`src/rtl/rgrt_pkg.sv`:
```
package rgrt_pkg;

   // number of sampled receive inputs: control plus four data bits
   localparam int unsigned RGRT_LANES = 5;

   typedef enum logic [1:0] {
      RGRT_BYPASS = 2'd0,
      RGRT_MANUAL = 2'd1,
      RGRT_AUTO   = 2'd2
   } rgrt_mode_e;

   function automatic rgrt_mode_e rgrt_mode(input logic en, input logic setup);
      if (!en)        return RGRT_BYPASS;
      else if (setup) return RGRT_AUTO;
      else            return RGRT_MANUAL;
   endfunction

endpackage

```
`src/rtl/rgrt_front.sv`:
```
module rgrt_front #(
   parameter int unsigned SYNC_STAGES = 2,
   parameter int unsigned LANES       = 5
) (
   input  logic             clk,
   input  logic             rst_n,
   input  logic             rx_clk_pad,
   input  logic [LANES-1:0] lanes_pad,
   output logic [LANES-1:0] lanes_al,
   output logic             edge_pulse,
   output logic             edge_rise
);
   // one extra stage past the synchronizer holds the previous level for the compare
   logic [SYNC_STAGES:0]   clk_sh;
   logic [LANES-1:0]       dpipe [SYNC_STAGES];

   always_ff @(posedge clk or negedge rst_n) begin
      if (!rst_n) clk_sh <= '0;
      else        clk_sh <= {clk_sh[SYNC_STAGES-1:0], rx_clk_pad};
   end

   // data follows the same number of stages so it stays aligned with the edge
   always_ff @(posedge clk or negedge rst_n) begin
      if (!rst_n) begin
         for (int i = 0; i < int'(SYNC_STAGES); i++) dpipe[i] <= '0;
      end else begin
         dpipe[0] <= lanes_pad;
         for (int i = 1; i < int'(SYNC_STAGES); i++) dpipe[i] <= dpipe[i-1];
      end
   end

   assign lanes_al   = dpipe[SYNC_STAGES-1];
   assign edge_pulse = clk_sh[SYNC_STAGES-1] ^ clk_sh[SYNC_STAGES];
   assign edge_rise  = edge_pulse & clk_sh[SYNC_STAGES-1];
endmodule

```
`src/rtl/rgrt_timer.sv`:
```
module rgrt_timer #(
   parameter int unsigned CNT_W   = 6,
   parameter int unsigned CNT_MAX = 32
) (
   input  logic             clk,
   input  logic             rst_n,
   input  logic             edge_pulse,
   output logic [CNT_W-1:0] cur_cnt
);
   logic [CNT_W-1:0] cnt_q;

   // the count seen in the edge cycle is already zero
   assign cur_cnt = edge_pulse ? '0 : cnt_q;

   always_ff @(posedge clk or negedge rst_n) begin
      if (!rst_n)                        cnt_q <= CNT_W'(CNT_MAX);
      else if (cur_cnt == CNT_W'(CNT_MAX)) cnt_q <= cur_cnt;
      else                               cnt_q <= cur_cnt + 1'b1;
   end
endmodule

```
`src/rtl/rgrt_lane.sv`:
```
module rgrt_lane #(
   parameter int unsigned CNT_W = 6
) (
   input  logic             clk,
   input  logic             rst_n,
   input  logic             edge_pulse,
   input  logic [CNT_W-1:0] cur_cnt,
   input  logic [CNT_W-1:0] tgt,
   output logic             cap,
   output logic             done_n
);
   logic done_q;

   // one capture per half: the done flag re-arms only on an edge
   assign cap    = (cur_cnt == tgt) && (edge_pulse || !done_q);
   assign done_n = edge_pulse ? cap : (done_q | cap);

   always_ff @(posedge clk or negedge rst_n) begin
      if (!rst_n) done_q <= 1'b1;
      else        done_q <= done_n;
   end
endmodule

```
`src/rtl/rgmii_rx_retimer.sv`:
```
module rgmii_rx_retimer
   import rgrt_pkg::*;
#(
   parameter int unsigned DLY_W       = 5,
   parameter int unsigned SKEW_STEP   = 1,
   parameter int unsigned AUTO_DLY    = 1,
   parameter int unsigned SYNC_STAGES = 2
) (
   input  logic             clk_adj,
   input  logic             rst_n,
   input  logic             rx_clk_in,
   input  logic             rx_ctl_in,
   input  logic [3:0]       rxd_in,
   input  logic             cfg_enable,
   input  logic             cfg_setup,
   input  logic [DLY_W-1:0] cfg_delay,
   input  logic [4:0]       cfg_skew,
   output logic             rise_ctl,
   output logic [3:0]       rise_rxd,
   output logic             fall_ctl,
   output logic [3:0]       fall_rxd,
   output logic             pair_valid
);
   localparam int unsigned LANES   = RGRT_LANES;
   localparam int unsigned CNT_MAX = (2 ** DLY_W) - 1 + SKEW_STEP;
   localparam int unsigned CNT_W   = $clog2(CNT_MAX + 1);

   if (SYNC_STAGES < 2) begin : g_bad_sync
      $error("SYNC_STAGES must be at least 2");
   end
   if (AUTO_DLY > CNT_MAX) begin : g_bad_auto
      $error("AUTO_DLY exceeds the counter range");
   end

   typedef struct packed {
      logic             en;
      logic             setup;
      logic [DLY_W-1:0] dly;
      logic [LANES-1:0] skew;
   } cfg_t;

   // lane order follows the skew bits: 0 ctl, 1 rxd[3], ... 4 rxd[0]
   logic [LANES-1:0] lanes_pad, lanes_al;
   assign lanes_pad = {rxd_in[0], rxd_in[1], rxd_in[2], rxd_in[3], rx_ctl_in};

   logic             edge_pulse, edge_rise;
   logic [CNT_W-1:0] cur_cnt;

   rgrt_front #(.SYNC_STAGES(SYNC_STAGES), .LANES(LANES)) u_front (
      .clk(clk_adj), .rst_n(rst_n), .rx_clk_pad(rx_clk_in), .lanes_pad(lanes_pad),
      .lanes_al(lanes_al), .edge_pulse(edge_pulse), .edge_rise(edge_rise)
   );

   rgrt_timer #(.CNT_W(CNT_W), .CNT_MAX(CNT_MAX)) u_timer (
      .clk(clk_adj), .rst_n(rst_n), .edge_pulse(edge_pulse), .cur_cnt(cur_cnt)
   );

   // configuration is held from one rising RX_CLK edge to the next
   cfg_t cfg_in, cfg_q, cfg_use;
   assign cfg_in  = '{en: cfg_enable, setup: cfg_setup, dly: cfg_delay, skew: cfg_skew};
   assign cfg_use = edge_rise ? cfg_in : cfg_q;

   always_ff @(posedge clk_adj or negedge rst_n) begin
      if (!rst_n)         cfg_q <= '0;
      else if (edge_rise) cfg_q <= cfg_in;
   end

   logic pol_q, pol_use;
   assign pol_use = edge_pulse ? edge_rise : pol_q;

   always_ff @(posedge clk_adj or negedge rst_n) begin
      if (!rst_n) pol_q <= 1'b0;
      else        pol_q <= pol_use;
   end

   rgrt_mode_e       mode;
   logic [LANES-1:0] cap, done_n;
   logic [CNT_W-1:0] tgt [LANES];
   assign mode = rgrt_mode(cfg_use.en, cfg_use.setup);

   for (genvar g = 0; g < int'(LANES); g++) begin : g_lane
      logic [CNT_W-1:0] trim;
      if (SKEW_STEP == 0) begin : g_no_trim
         assign trim = '0;
      end else begin : g_trim
         assign trim = cfg_use.skew[g] ? CNT_W'(SKEW_STEP) : '0;
      end

      always_comb begin
         unique case (mode)
            RGRT_MANUAL: tgt[g] = CNT_W'(cfg_use.dly) + trim;
            RGRT_AUTO:   tgt[g] = CNT_W'(AUTO_DLY);
            default:     tgt[g] = '0;
         endcase
      end

      rgrt_lane #(.CNT_W(CNT_W)) u_lane (
         .clk(clk_adj), .rst_n(rst_n), .edge_pulse(edge_pulse), .cur_cnt(cur_cnt),
         .tgt(tgt[g]), .cap(cap[g]), .done_n(done_n[g])
      );
   end

   // per-half staging, then a pair hand-off at the end of the falling half
   logic [LANES-1:0] rise_stg, fall_stg, rise_stg_n, fall_stg_n;
   logic [LANES-1:0] rise_out, fall_out;
   logic             have_rise, half_done, emit;

   always_comb begin
      rise_stg_n = rise_stg;
      fall_stg_n = fall_stg;
      for (int i = 0; i < int'(LANES); i++) begin
         if (cap[i] && pol_use)  rise_stg_n[i] = lanes_al[i];
         if (cap[i] && !pol_use) fall_stg_n[i] = lanes_al[i];
      end
   end

   assign half_done = (|cap) && (&done_n);
   assign emit      = half_done && !pol_use && have_rise;

   always_ff @(posedge clk_adj or negedge rst_n) begin
      if (!rst_n) begin
         rise_stg   <= '0;
         fall_stg   <= '0;
         rise_out   <= '0;
         fall_out   <= '0;
         have_rise  <= 1'b0;
         pair_valid <= 1'b0;
      end else begin
         rise_stg   <= rise_stg_n;
         fall_stg   <= fall_stg_n;
         pair_valid <= emit;
         if (emit) begin
            rise_out <= rise_stg_n;
            fall_out <= fall_stg_n;
         end
         if (half_done && pol_use)                    have_rise <= 1'b1;
         else if (edge_rise || (half_done && !pol_use)) have_rise <= 1'b0;
      end
   end

   assign rise_ctl = rise_out[0];
   assign rise_rxd = {rise_out[1], rise_out[2], rise_out[3], rise_out[4]};
   assign fall_ctl = fall_out[0];
   assign fall_rxd = {fall_out[1], fall_out[2], fall_out[3], fall_out[4]};
endmodule

```
`config.mk`:
```
export PLATFORM = sky130hd
export DESIGN_NAME = rgmii_rx_retimer
export DESIGN_NICKNAME = d
export VERILOG_FILES = /design/src/rtl/rgrt_pkg.sv /design/src/rtl/rgrt_front.sv /design/src/rtl/rgrt_timer.sv /design/src/rtl/rgrt_lane.sv /design/src/rtl/rgmii_rx_retimer.sv
export SDC_FILE = /design/constraint.sdc
export NUM_CORES = 1
export LEC_CHECK = 0
export BUFFER_PORTS_ARGS = -buffer_cell sky130_fd_sc_hd__buf_4
export CAP_MARGIN = 20
export CORE_MARGIN = 5
export CORE_UTILIZATION = 50
export DETAILED_ROUTE_END_ITERATION = 16
export GPL_TIMING_DRIVEN = 0
export PLACE_DENSITY = 0.71
export SLEW_MARGIN = 25
export SYNTH_ARGS = -nofsm -noshare
export SYNTH_HDL_FRONTEND = slang
export SYNTH_SLANG_ARGS = --single-unit
```
`constraint.sdc`:
```
create_clock -name clk_adj -period 5.24 [get_ports clk_adj]
set_clock_uncertainty 0.15 [all_clocks]
set_input_delay 0.524 -clock clk_adj [delete_from_list [all_inputs] [get_ports clk_adj]]
set_output_delay 0.524 -clock clk_adj [all_outputs]
set_load 0.03 [all_outputs]
```
==> results by group <==
Global routing
  • Total GRT Usage: a little over 20%
  • Largest net degree at the start of global routing: 60
  • M1 GR Usage: between 20% and 30%
  • First-pass GRT wire length: ~15 mm
  • Global route hottest layer: met2
  • Routing usage on met3: about 3.4%
  • Remaining global-route overflow: 0
  • Vias in the first global route: between 2000 and 3000
  • M2 GR Usage: between 30% and 40%
  • Initial antenna violation count: 0

Logic synthesis
  • Ys async rst share: 100%
  • Avg Inst Size Synth: just over 10 µm²
  • Gate Count Post-Synth: 367
  • Ys flop type: dfrtp_1
  • Ys Warns: 0
  • Netlist cell types: 65
  • Post-synth EDFFs: 0
  • Synthesized area: between 3000 and 4000 µm²
  • Post-synthesis sequential area ratio: between 30 and 40%
  • Yosys reg bits: 59
  • Synthesized net count: ~390

Critical path
  • Startpoint types: register
  • Slowest stage delay, CP: about 0.47 ns
  • RR Startpoint: u_front.clk_sh[1]$_DFF_PN0_
  • Worst reg2reg path endpoint: fall_out[2]$_DFFE_PN0P_
  • Crit path from: u_front.clk_sh[1]$_DFF_PN0_
  • Critical-path maximum fanout: 10
  • Setup CP Type: reg2reg
  • CP top delay family: compound AO/OA/AOI/OAI gates
  • Buf/Inv on CP: 5
  • Most frequent CP cell: buf_6
  • Worst Setup End Kind: register
  • Cell count of the worst reg-to-reg path: 16
  • WP data required: 5.31 ns
  • CP arrival: between 4 and 5 ns
  • Crit path cell chain: ha_1 -> buf_6 -> buf_6 -> buf_6 -> buf_4 -> mux2_2 -> ha_1 -> o211ai_1 -> o21ai_0 -> xnor2_1 -> a2111oi_1 -> nand3_1 -> a32oi_1 -> nand3_1 -> buf_2 -> mux2_1
  • Reg2Reg Setup Slack: approximately 0.87 ns
  • Crit-path slowest cell: a2111oi_1

STA
  • Setup TNS: 0 ns
  • Min Hold Slack: ~0.095 ns
  • Slew of the pin with the lowest slew margin: 0.729 ns
  • Max Slew Vio Count: 0
  • Slew HR: 51.4%
  • Final hold viol count: 0
  • Tcrit/Tclk final: between 80 and 90%
  • Final setup vio count: 0
  • RSZ-0062 raised after global routing: false
  • Fmax: ~230 MHz
  • Min cycle time layout: about 4.4 ns

Die
  • Die area: a little over 9000 µm²
  • Ports: 31
  • Die Ht: roughly 97 µm
  • Row count: 31
  • Die width: around 97 µm
  • Core area: between 7000 and 8000 µm²
  • Starting Density: between 50 and 60%

Clock network
  • Total CTS buffers: 9
  • Clock-pin transition on the worst setup and hold timing paths: 0.07 ns
  • CTS sink count: 59
  • TritonCTS clock tree: done
  • H-Tree Depth: 3
  • Cts hold-fix bufs: 0
  • PostCTS Resize Cnt: 0
  • CTS Root Cell: clkbuf_8
  • CTS max path bufs: 2
  • Post-CTS setup buffer count: 0
  • Worst skew pair latency: about 0.34 ns

Final layout
  • # diodes: 0
  • Util after Layout: around three fifths
  • Share of layout cells above drive strength 1: 25.5%
  • Area growth syn-to-layout: 15.1%
  • Commonest non-fill, non-tap cells in the layout: dfrtp_1 (53), nand2_1 (32), buf_4 (31)
  • Nets: 431
  • Most common cell after layout, fill and taps aside: dfrtp_1

Pwr
  • Flop pwr share: around two fifths
  • Max IR drop VDD: ~0.0003 V
  • Combinational share of power: 31.7%
  • Leak Pwr: about 0.0019 µW
  • Sw frac: about a third
  • Clock power share: between 20% and 30%
  • Net Sw Power: ~540 µW
  • Pwr per Cell Area: around 370 nW/µm²
  • Pint: between 1000 and 1500 µW

Drt
  • Drt wl/cell: 17.4 µm
  • Pre-antenna DRT Iters: 4
  • Detailed-route DRC error count: 0
  • Routed vias: around 2900
  • Via/cell ratio: ~5.8
  • Drt total wl: between 8 and 9 mm
  • Iter 0 DRT Violations: roughly 230
  • Detail Route Antenna Nets: 0

Worst hold path
  • Hold Crit Class: in2async

Job
  • Max-Cap Viols: 0

Placement
  • GP Congestion: between 0.9 and 1
  • PortBufs: 29
  • Hpwl dp: around 6.5 mm

Outcome
  • Status: finished clean
## synth_stat cells, types with 3 or more instances
cell type / number / area share (%)
o21ai_0: 10 / 1.3
a211oi_1: 3 / 0.60
nand3_1: 12 / 1.6
nor2_1: 17 / 1.7
nand2b_1: 3 / 0.50
dfstp_2: 6 / 4.2
nor2b_1: 3 / 0.50
and3b_1: 5 / 1.2
ha_1: 4 / 1.3
mux2_2: 22 / 6.6
or3_1: 3 / 0.50
xnor2_1: 22 / 5.1
nand3b_1: 8 / 1.6
mux2i_1: 15 / 4.0
a21oi_1: 17 / 2.3
clkbuf_1: 4 / 0.40
nand4_1: 9 / 1.5
a22oi_1: 9 / 1.8
nand2_1: 32 / 3.2
buf_2: 7 / 0.94
inv_1: 10 / 1.0
a21boi_0: 3 / 0.60
buf_6: 5 / 1.5
xor2_1: 15 / 3.5
dfrtp_1: 53 / 35
mux2_1: 6 / 1.8
nor3_1: 8 / 1.1
o211ai_1: 5 / 1.0
and3_1: 5 / 0.84
## metal layers
layer,routed length [µm],vias to the layer above
met3,406,19
met4,271,0
met1,4030,1419
met2,4190,96
met5,0,-
li1,-,1408
## layout make-up
type	count	area, µm²
clock inverters	7	101
fillers	650	2980
plain buffers	18	121
inverters	13	48.8
flip-flops and latches	59	1480
multi-input cells	277	2090
clock buffers	9	124
repair buffers	29	218
well taps	99	124
## sequential cells by signal (all words and copies together), names as in the netlist, 3 cells and up
name,count
g_lane.u_lane.done_q,5
u_timer.cnt_q,6
fall_out,5
u_front.dpipe,5
rise_out,5
u_front.lanes_al,5
u_front.clk_sh,3
cfg_q,12
rise_stg,5
fall_stg,5
## power groups by stage
stage	sequential [µW]	clock (µW)	combinational, µW
after floorplan	612	0	364
after global placement	610	0	488
after detailed placement	616	0	495
after CTS	609	479	501
after global routing	618	507	551
final	609	471	502
## through the flow
| stage | power (µW) | std cells | setup slack (ns) | area [µm²] |
|---|---|---|---|---|
| after floorplan | 976 | 367 | 1.46 | 3740 |
| after global placement | 1100 | 495 | 0.968 | 4090 |
| after detailed placement | 1110 | 495 | 0.937 | 4090 |
| after CTS | 1590 | 511 | 0.832 | 4310 |
| after global routing | 1680 | 511 | 0.530 | 4310 |
| final | 1580 | 511 | 0.869 | 4310 |
## worst max path at each step
stage                                          to  cells after the start
after floorplan           fall_out[0]$_DFFE_PN0P_                     17
after global placement    fall_out[0]$_DFFE_PN0P_                     16
final                     fall_out[2]$_DFFE_PN0P_                     16
after detailed placement  fall_out[0]$_DFFE_PN0P_                     16
after global routing      fall_out[2]$_DFFE_PN0P_                     17
after CTS                 fall_out[2]$_DFFE_PN0P_                     16
## logic make-up (layout without fill, tap and decap cells)
group	after synthesis	in the layout	share of synthesized area [%]
XOR/XNOR	37	37	8.65
AO/OA/AOI/OAI	63	63	11.9
buffers and inverters	31	76	4.54
multiplexers	46	46	13.8
flip-flops	59	59	39.6
adder cells (fa/ha/maj)	4	4	1.34
AND/OR/NAND/NOR	127	127	20.2
## worst reg2reg max path, cell delays in order (launching register included)
cell and delay (ns):
dfrtp_1 0.40, ha_1 0.18, buf_6 0.15, buf_6 0.16, buf_6 0.15, buf_4 0.20, mux2_2 0.37, ha_1 0.33
o211ai_1 0.15, o21ai_0 0.12, xnor2_1 0.15, a2111oi_1 0.47, nand3_1 0.22, a32oi_1 0.30, nand3_1 0.15, buf_2 0.24
mux2_1 0.34
Power figures use the tool's default switching activity.
